<file path="src/rtl/alarm_pkg.sv">
package alarm_pkg;

    localparam int STAT_W   = 8;
    localparam int COND_W   = 6;
    localparam int NUM_CNT  = 3;
    localparam int ADDR_W   = 3;

    // Status bit positions fed by counter saturation overflow
    localparam int SB_BPV_SAT = 7;
    localparam int SB_ERR_SAT = 6;

    typedef enum logic [ADDR_W-1:0] {
        RA_BPV  = 3'd0,
        RA_FRM  = 3'd1,
        RA_SF   = 3'd2,
        RA_STAT = 3'd3,
        RA_MASK = 3'd4
    } reg_addr_e;

    typedef struct packed {
        logic              wr;
        logic [ADDR_W-1:0] addr;
    } host_req_t;

    function automatic logic hits(host_req_t req, reg_addr_e a);
        return req.wr && (req.addr == a);
    endfunction

endpackage

</file>
<file path="src/rtl/alarm_sat_counter.sv">
module alarm_sat_counter #(
    parameter int DW = 8
) (
    input  logic          clk,
    input  logic          rst,
    input  logic          load,
    input  logic [DW-1:0] load_val,
    input  logic          evt,
    output logic [DW-1:0] count,
    output logic          ovf_evt
);
    logic full;
    assign full    = &count;
    assign ovf_evt = evt && !load && full;

    always_ff @(posedge clk) begin
        if (rst)
            count <= '0;
        else if (load)
            count <= load_val;
        else if (evt && !full)
            count <= count + DW'(1);
    end
endmodule

</file>
<file path="src/rtl/alarm_status_reg.sv">
module alarm_status_reg #(
    parameter int N = 8
) (
    input  logic         clk,
    input  logic         rst,
    input  logic [N-1:0] set,
    input  logic [N-1:0] clr,
    output logic [N-1:0] stat
);
    always_ff @(posedge clk) begin
        if (rst)
            stat <= '0;
        else
            stat <= (stat & ~clr) | set;
    end
endmodule

</file>
<file path="src/rtl/alarm_counter_unit.sv">
module alarm_counter_unit
    import alarm_pkg::*;
#(
    parameter int DW = 8
) (
    input  logic              clk,
    input  logic              rst,
    input  logic              ev_bpv,
    input  logic              ev_frm,
    input  logic              ev_sf,
    input  logic [COND_W-1:0] cond_evt,
    input  logic              reg_wr,
    input  logic [ADDR_W-1:0] reg_addr,
    input  logic [DW-1:0]     reg_wdata,
    output logic [DW-1:0]     reg_rdata,
    output logic              irq
);
    localparam int RD_W = (DW > STAT_W) ? DW : STAT_W;

    host_req_t          req;
    logic [NUM_CNT-1:0] ev_vec;
    logic [NUM_CNT-1:0] ld_vec;
    logic [NUM_CNT-1:0] ovf_vec;
    logic [DW-1:0]      cnt_arr [NUM_CNT];
    logic [DW-1:0]      cnt_bpv, cnt_frm, cnt_sf;
    logic [STAT_W-1:0]  stat_set, stat_clr, stat_q, mask_q;
    logic [RD_W-1:0]    rd_next;

    assign req    = '{wr: reg_wr, addr: reg_addr};
    assign ev_vec = {ev_sf, ev_frm, ev_bpv};

    for (genvar i = 0; i < NUM_CNT; i++) begin : g_cnt
        assign ld_vec[i] = hits(req, reg_addr_e'(i));
        alarm_sat_counter #(.DW(DW)) u_cnt (
            .clk      (clk),
            .rst      (rst),
            .load     (ld_vec[i]),
            .load_val (reg_wdata),
            .evt      (ev_vec[i]),
            .count    (cnt_arr[i]),
            .ovf_evt  (ovf_vec[i])
        );
    end

    assign cnt_bpv = cnt_arr[0];
    assign cnt_frm = cnt_arr[1];
    assign cnt_sf  = cnt_arr[2];

    always_comb begin
        stat_set             = '0;
        stat_set[COND_W-1:0] = cond_evt;
        stat_set[SB_BPV_SAT] = ovf_vec[0];
        stat_set[SB_ERR_SAT] = ovf_vec[1] | ovf_vec[2];
        stat_clr = hits(req, RA_STAT) ? reg_wdata[STAT_W-1:0] : '0;
    end

    alarm_status_reg #(.N(STAT_W)) u_stat (
        .clk  (clk),
        .rst  (rst),
        .set  (stat_set),
        .clr  (stat_clr),
        .stat (stat_q)
    );

    always_ff @(posedge clk) begin
        if (rst)
            mask_q <= '0;
        else if (hits(req, RA_MASK))
            mask_q <= reg_wdata[STAT_W-1:0];
    end

    always_comb begin
        rd_next = '0;
        case (reg_addr)
            RA_BPV:  rd_next = RD_W'(cnt_bpv);
            RA_FRM:  rd_next = RD_W'(cnt_frm);
            RA_SF:   rd_next = RD_W'(cnt_sf);
            RA_STAT: rd_next = RD_W'(stat_q);
            RA_MASK: rd_next = RD_W'(mask_q);
            default: rd_next = '0;
        endcase
    end

    always_ff @(posedge clk) begin
        if (rst) begin
            reg_rdata <= '0;
            irq       <= 1'b0;
        end else begin
            reg_rdata <= rd_next[DW-1:0];
            irq       <= |(stat_q & mask_q);
        end
    end
endmodule

</file>
<file path="config.mk">
export PLATFORM = sky130hd
export DESIGN_NAME = alarm_counter_unit
export DESIGN_NICKNAME = d
export VERILOG_FILES = /design/src/rtl/alarm_pkg.sv /design/src/rtl/alarm_sat_counter.sv /design/src/rtl/alarm_status_reg.sv /design/src/rtl/alarm_counter_unit.sv
export SDC_FILE = /design/constraint.sdc
export NUM_CORES = 1
export LEC_CHECK = 0
export ABC_AREA = 0
export BUFFER_PORTS_ARGS = -buffer_cell sky130_fd_sc_hd__buf_2
export CORE_MARGIN = 5
export CORE_UTILIZATION = 50
export DETAILED_ROUTE_END_ITERATION = 10
export GPL_ROUTABILITY_DRIVEN = 0
export GPL_TIMING_DRIVEN = 0
export PLACE_DENSITY_LB_ADDON = 0.2
export SLEW_MARGIN = 20
export SYNTH_ARGS = -nofsm -noshare
export SYNTH_HDL_FRONTEND = slang
export SYNTH_HIERARCHICAL = 1
export SYNTH_SLANG_ARGS = --single-unit
</file>
<file path="constraint.sdc">
create_clock -name clk -period 1.9 [get_ports clk]
set_clock_uncertainty 0.1 [all_clocks]
set_input_delay 0.285 -clock clk [delete_from_list [all_inputs] [get_ports clk]]
set_output_delay 0.285 -clock clk [all_outputs]
set_load 0.05 [all_outputs]
</file>
-- Word-level counts from Yosys, hierarchy flattened
Cells that the tools add are included.
- flip-flop bits (word level): 49
- output and inout bits: 9
- reduce and logical (&&, ||, !) cells: 28
- equal/unequal tests: 4
- bitwise operators: 5
- mux-type cells: 8
- $add $sub $neg: 3
- operator list (operator ; count):
    $mux W8 ; 7
    $pmux W8 S5 ; 1
    $add A8 B1 Y8 const B ; 3
    $reduce_and A8 Y1 ; 3
    $and A8 B8 Y8 ; 2
    $logic_and A1 B1 Y1 ; 14
    $not A8 Y8 ; 1
    $or A8 B8 Y8 ; 1
    $reduce_or A8 Y1 ; 1
    $eq A3 B2 Y1 const B ; 2
    $logic_not A1 Y1 ; 6
    $reduce_bool A2 Y1 ; 3
    $eq A3 B1 Y1 const B ; 1
    $eq A3 B3 Y1 const B ; 1
    $logic_not A3 Y1 ; 1
    $or A1 B1 Y1 ; 1

-- Longest topological paths before layout
Gate-level depths: netlist (run 1).
- word-level depth: 7
- depth in mapped cells: 9
- mapped depth without buffers: 7

-- By module
The synthesis (run 1) kept the hierarchy.
- modules (own cells, without submodules) (module ; times used ; seq. area each (um2) ; cells an instance ; area each (um2)):
    alarm_sat_counter ; 3 ; 160.2 ; 61 ; 479.2
    alarm_counter_unit ; 1 ; 340.3 ; 125 ; 1114.8
    alarm_status_reg ; 1 ; 160.2 ; 33 ; 381.6

-- Least setup slack after synthesis (run 1)
No wires, ideal clock.
- path type: input -> register
- from: in reg_addr[1]
- to: reg g_cnt[0].u_cnt.count[7]
- required time: 1.688 ns
- cell stages on the path: 6
- setup slack: 0.108 ns
- arrival: 1.580 ns
- cells stage by stage: buf_6 -> clkbuf_1 -> nor3b_1 -> clkinv_1 -> and4_1 -> a2111oi_1
- word-level cells in the longest chain between the ends: 3
- elaborated cells between the ends (all ways): 4
- classes of those cells: mux (1); reduce/logical (3)
- ends and longest elaborated chain (item ; RTL line ; RTL):
    start: declaration ; alarm_counter_unit.sv:13 ; input logic [ADDR_W-1:0] reg_addr,
    $logic_not A3 Y1 * ; alarm_pkg.sv:26 ; return req.wr && (req.addr == a);
    $logic_and A1 B1 Y1 * ; alarm_pkg.sv:26 ;
    via ld_vec[0] ; alarm_counter_unit.sv:22 ; logic [NUM_CNT-1:0] ld_vec;
    $mux W8 / $reduce_bool A2 Y1 (equally long branches) ; - ;
    end signal: assignment ; alarm_sat_counter.sv:20 ; count <= load_val;
    end signal: assignment ; alarm_sat_counter.sv:22 ; count <= count + DW'(1);
    end: declaration ; alarm_sat_counter.sv:9 ; output logic [DW-1:0] count,
Mark *: on every way through the listed nets, which the timed path passes. The rest lies on a longest branch.
A chain may end at the register's enable or synchronous reset.

-- Final worst setup path (run 1)
- from: in reg_addr[0]
- to: reg g_cnt[1].u_cnt.count[7]
- word-level cells in the longest chain between the ends: 3
- elaborated cells between the ends (all ways): 4
- classes of those cells: eq/ne (1); mux (1); reduce/logical (2)
- ends and longest elaborated chain (item ; RTL line):
    $eq A3 B1 Y1 * ; alarm_pkg.sv:26
    $logic_and A1 B1 Y1 * ; alarm_pkg.sv:26
    via ld_vec[1] ; alarm_counter_unit.sv:22
    $mux W8 / $reduce_bool A2 Y1 (equally long branches) ; -
    end signal: assignment ; alarm_sat_counter.sv:20
    end signal: assignment ; alarm_sat_counter.sv:22
    end: declaration ; alarm_sat_counter.sv:9
Marks and branches as above.

==> flow_metrics.py, run 1 <==
metrics = {
    "status": {
        "outcome": "finished, final reports clean",
    },
    "synthesis": {
        "synthArstFlopShare": 0,
        "synth_warnings": 6,
        "synth_edf_count": 0,
        "syn_inst": 341,
        "ys_ff_latch": 49,
        "ys_types": 47,
        "yosysTopAreaCellShare": 0.334,
        "synth.area.top_cells": "dfxtp_1 (33%), mux2i_1 (6.5%), nand3b_1 (4.9%), a21oi_1 (4.4%), nor2_1 (4.0%)",
        "synth_area_per_cell_um2": 8.60,
        "synth_nets": 367,
        "yosysMostFrequentCell": "dfxtp_1",
        "synthFlopType": "dfxtp_1",
        "yosysTopAreaCell": "dfxtp_1",
        "netlist_top_cells_count": "dfxtp_1 (49), nor2_1 (31), inv_1 (27)",
        "yosysSeqAreaShare": 0.334,
        "synth_area_um2": 2930,
    },
    "critical_path": {
        "startpoint": "reg_addr[0]",
        "path_class": "input pin to register",
        "path_max_fanout": 10,
        "cp-start-kind": "input pin",
        "critPathTopFamily": "buffers and inverters",
        "crit_chain": "buf_6 -> clkbuf_1 -> and3b_1 -> clkinv_1 -> and4_1 -> a2111oi_1",
        "r2r-start": "g_cnt[2].u_cnt/count[0]",
        "worstPathArrival_ns": 1.84,
        "critPathMaxStageDelay_ns": 0.39,
        "crit_buf_inv": 3,
        "end_kind": "register",
        "required_ns": 1.99,
        "worst_path_max_delay_cell": "clkbuf_1",
    },
    "routing": {
        "ant_nets": 0,
        "wl_mm": 7.64,
        "wl_per_cell_um": 16.9,
        "num_vias": 2639,
        "drc_errors": 0,
        "firstDrtPassIters": 4,
        "post_drt_via_cell_ratio": 5.85,
        "drt-initial-drc-count": 216,
    },
    "place": {
        "io_buffers": 28,
        "dp_cells": 444,
        "place_hpwl_mm": 5.55,
        "post-place-ws_ns": -0.207,
    },
    "timing": {
        "period_share": 0.916,
        "setup_viol": 0,
        "slew_violations": 0,
        "relSlewSlack": 0.614,
        "setup_tns_ns": 0,
        "tightest_slew_ns": 0.576,
        "fmax_ghz": 0.575,
        "setup_slack_ns": 0.159,
        "rsz0062_at_grt": "true",
        "hold_viol": 0,
        "period_minus_slack_ns": 1.74,
    },
    "min_path": {
        "hp-start": "rst",
        "min_path_type": "input pin to register",
    },
    "cts": {
        "clk_latency_ns": 0.30,
        "cts_num_sinks": 49,
        "cts_tree": "built",
        "htreeDepth": 2,
        "postCtsHoldBufs": 0,
        "cts.clk_slew.worst_paths_ns": 0.09,
        "cts-root-buf": "clkbuf_8",
        "cts_inserted_buffers": 5,
        "clockBufferDepth": 2,
    },
    "grt": {
        "antenna_found_initial": 0,
        "track_usage": 0.208,
        "grt_start_max_net_pins": 15,
        "grt_pass1_wl_mm": 12.2,
        "grt_pass1_vias": 2390,
        "grt_overflow_total": 0,
    },
    "final_layout": {
        "antenna_cells": 0,
        "nets": 401,
        "fin_util": 0.559,
        "stdcell_count": 451,
        "fill_cells": 587,
        "area_growth_pct": 10.9,
        "drive_gt1_frac": 0.197,
    },
    "pwr": {
        "vdd_drop_max_mv": 0.348,
        "power_uw": 2040,
        "powerDensity_nw_per_um2": 627,
        "leakage_uw": 0.00120,
    },
    "floorplanning": {
        "initial_utilization": 0.505,
        "fp.dieW_um": 86.6,
        "die_area_um2": 7500,
        "pin_count": 32,
        "placementRows": 28,
        "die_h_um": 86.6,
        "core_area_um2": 5820,
    },
    "run": {
        "cap_violations": 0,
    },
}
## sequential cells by signal, summed over array words and instances (netlist names)
name               flops
g_cnt.u_cnt/count     24
irq                    1
mask_q                 8
reg_rdata              8
u_stat/stat            8
## metal layers
metal / wire (um) / global-route usage
met2: 3450 / 0.348
met3: 532 / 0.0399
met1: 3540 / 0.276
met4: 113 / 0.0510
met5: 0 / 0
## final cells by class
cell class / instances / area (um2) / area share
flip-flops and latches: 49 / 981 / 0.302
plain buffers: 17 / 110 / 0.0338
inverters: 30 / 113 / 0.0346
multi-input cells: 244 / 1730 / 0.532
repair buffers: 28 / 140 / 0.0431
well taps: 75 / 93.8 / 0.0288
clock buffers: 7 / 76.3 / 0.0235
clock inverters: 1 / 7.51 / 0.00231
## cells by family (layout without fill, tap and decap cells)
kind of cell,count (synthesis),in the layout,synth area share
flops,49,49,0.334
xor+xnor,6,6,0.0179
buf+inv,48,83,0.0772
mux,19,19,0.0648
compound gates,95,95,0.237
simple gates,121,121,0.256
fa+ha+maj,3,3,0.0128
## final timing paths
path | endpoint | slack [ns] | cells after the start
worst max-delay path | g_cnt[1].u_cnt/count[7] | 0.16 | 6
worst min register to register | u_stat/stat[0] | 0.42 | 2
worst max register to register | g_cnt[2].u_cnt/count[0] | 0.36 | 5
worst min-delay path | u_stat/stat[6] | 0.1 | 2
## metrics by stage
stage	hold WS (ns)	area (um2)
after CTS	0.0926	3250
after global placement	0.398	3170
final	0.0969	3250
after global routing	0.0858	3250
after detailed placement	0.405	3170
after floorplan	0.321	2930
## where the power goes
part / total [uW] / internal [uW] / switching [uW] / leakage, uW
Sequential: 1130 / 1070 / 60.6 / 0.000400
Combinational: 305 / 130 / 175 / 0.000759
Clock: 601 / 261 / 340 / 0.0000385
## layout by cell type, fill, tap and decap left out, types with 4 or more instances in the layout
cell type,netlist,routed
a41oi_1,4,4
a21oi_1,26,26
nand3_1,9,9
nor3_1,6,6
nand3b_1,19,19
a31oi_1,6,6
and2_1,8,8
buf_2,7,35
nand2_1,13,13
nand4_1,9,9
nor2_1,31,31
buf_6,5,5
clkbuf_1,3,4
a211oi_1,9,9
clkbuf_8,0,5
dfxtp_1,49,49
o32ai_1,5,5
inv_1,27,27
o21a_1,12,12
nand2b_4,8,8
a22oi_1,4,4
mux2i_1,19,19
a21oi_2,8,8
## timing repair
item,4_1_cts,5_1_grt
setup buffers,0,0
gates resized for setup,0,2
hold endpoints to repair,0,0
endpoints found under the setup margin,0,2
Note: power is estimated with default switching activity, not from simulation.
==> run 2: changes to the inputs <==
--- a/config.mk
+++ b/config.mk
@@ -6,7 +6,7 @@
 export NUM_CORES = 1
 export LEC_CHECK = 0
 export ABC_AREA = 0
-export BUFFER_PORTS_ARGS = -buffer_cell sky130_fd_sc_hd__buf_2
+export BUFFER_PORTS_ARGS = -buffer_cell sky130_fd_sc_hd__clkbuf_2
 export CORE_MARGIN = 5
 export CORE_UTILIZATION = 50
 export DETAILED_ROUTE_END_ITERATION = 10
==> run 2 against run 1 <==
Count of clock-buffer cells in the layout decreased by 2; routed wire length decreased by 0.51%; sequential power about the same; first-iteration DRC count increased by 16%; non-clock buffer count increased by 1; critical path depth unchanged; largest cell class unchanged.
==> flow_metrics.py, run 2 (synthesis results as in run 1) <==
metrics = {
    "pwr": {
        "vdd_drop_max_mv": 0.318,
        "leakage_uw": 0.00119,
        "powerDensity_nw_per_um2": 621,
    },
    "floorplanning": {
        "pin_count": 32,
        "die_area_um2": 7500,
        "initial_utilization": 0.505,
        "placementRows": 28,
        "die_h_um": 86.6,
        "fp.dieW_um": 86.6,
        "core_area_um2": 5820,
    },
    "routing": {
        "wl_met3_um": 547,
        "drc_errors": 0,
        "ant_nets": 0,
        "wl_met2_mm": 3.44,
        "post_drt_via_cell_ratio": 5.96,
        "top_layer_used": "met4",
        "firstDrtPassIters": 5,
        "num_vias": 2681,
        "met1_length_mm": 3.45,
        "drt-initial-drc-count": 250,
        "wl_per_cell_um": 16.9,
        "wl_mm": 7.60,
    },
    "cts": {
        "cts-root-buf": "clkbuf_8",
        "cts_tree": "built",
        "clockBufferDepth": 2,
        "cts_num_sinks": 49,
        "htreeDepth": 2,
        "postCtsHoldBufs": 0,
        "clk_latency_ns": 0.30,
        "cts_setup_buffers": 0,
        "cts_inserted_buffers": 5,
        "cts.clk_slew.worst_paths_ns": 0.09,
    },
    "critical_path": {
        "r2r_slack_ns": 0.34,
        "rr_worst_depth": 5,
        "worstPathArrival_ns": 1.82,
        "path_max_fanout": 10,
        "rr_endpoint": "g_cnt[2].u_cnt/count[1]",
        "required_ns": 1.99,
        "r2r-start": "g_cnt[2].u_cnt/count[0]",
        "cp-start-kind": "input pin",
        "path_class": "input pin to register",
        "end_kind": "register",
    },
    "final_layout": {
        "nets": 402,
        "antenna_cells": 0,
        "drive_gt1_frac": 0.195,
        "largest_reg_flops": 24,
        "area_growth_pct": 10.5,
        "regMostFlops": "g_cnt.u_cnt/count",
        "final_common_cell": "dfxtp_1",
        "final_area_um2": 3240,
        "fill_cells": 597,
        "final_cell_mix": "dfxtp_1 (49), nor2_1 (31), clkbuf_2 (28)",
    },
    "timing": {
        "period_minus_slack_ns": 1.73,
        "hold_viol": 0,
        "hold-worst-slack_ns": 0.0937,
        "setup_tns_ns": 0,
        "relSlewSlack": 0.619,
        "tightest_slew_ns": 0.569,
        "setup_viol": 0,
        "rsz0062_at_grt": "false",
        "fmax_ghz": 0.577,
        "slew_violations": 0,
        "setup_slack_ns": 0.166,
        "period_share": 0.913,
    },
    "grt": {
        "track_usage": 0.213,
        "grt_overflow_total": 0,
        "grt_start_max_net_pins": 14,
        "grt_pass1_wl_mm": 12.5,
        "grt_pass1_vias": 2474,
        "antenna_found_initial": 0,
    },
    "min_path": {
        "hp-start": "cond_evt[3]",
        "holdPathEnd": "u_stat/stat[3]",
        "worst_hold_path.num_cells": 3,
        "min_path_type": "input pin to register",
    },
    "run": {
        "cap_violations": 0,
    },
    "place": {
        "dpl_cell_area_um2": 3170,
        "place_hpwl_mm": 5.54,
        "io_buffers": 28,
        "post-place-ws_ns": -0.243,
    },
    "status": {
        "outcome": "finished, final reports clean",
    },
}
==> run 2: cell count changes in the layout (fill, tap and decap cells not counted) <==
cell        delta
clkinvlp_4     -1
clkbuf_1       -1
nor3b_2        -1
nor3b_1        +1
clkinv_2       +1
buf_2         -28
clkbuf_2      +28
==> run 2: per-layer routing <==
metal	track usage	up-vias
li1	-	1312
met1	0.287	1250
met2	0.339	104
met5	0	-
met4	0.0666	0
met3	0.0475	15
==> run 2: how the worst max path moves through the flow <==
stage	startpoint	end
global route	reg_addr[1]	g_cnt[2].u_cnt/count[7]
finish	reg_addr[2]	g_cnt[0].u_cnt/count[7]
global placement	reg_addr[2]	g_cnt[0].u_cnt/count[7]
floorplan	reg_addr[1]	g_cnt[0].u_cnt/count[7]
CTS	reg_addr[2]	g_cnt[0].u_cnt/count[7]
detailed placement	reg_addr[2]	g_cnt[0].u_cnt/count[7]
==> run 2: area by class of cell <==
type / count / area, um2 / area share
multi-input combinational: 244 / 1730 / 0.533
inverter: 30 / 113 / 0.0347
clock buffer: 5 / 68.8 / 0.0212
buffer: 18 / 114 / 0.0351
sequential: 49 / 981 / 0.303
timing repair buffer: 28 / 140 / 0.0432
tap: 75 / 93.8 / 0.0289
clock inverter: 1 / 5.00 / 0.00154
==> run 2: through the flow <==
step	cells	power [uW]	utilization
4_1_cts	450	2030	0.557
2_1_floorplan	341	1350	-
6_report	450	2010	0.557
3_3_place_gp	444	1450	0.545
5_1_grt	450	2120	0.557
3_5_place_dp	444	1460	0.545
==> run 2: report_power, final <==
| part | switching, uW | leakage [uW] | total, uW | internal (uW) |
|---|---|---|---|---|
| registers | 61.0 | 0.000400 | 1130 | 1070 |
| logic | 175 | 0.000755 | 304 | 130 |
| clock network | 334 | 0.0000399 | 577 | 243 |
==> run 2: what timing repair did <==
item                                    in CTS  in global routing
endpoints found under the setup margin       0                  1
gates resized for setup                      0                  1
endpoints found under the hold margin        0                  0
==> run 2: worst max-delay path, cell delays in order <==
cell       delay, ns
clkbuf_2        0.11
nor2b_1         0.31
nor3b_1         0.43
buf_2           0.30
nor3_1          0.08
a2111oi_1       0.31
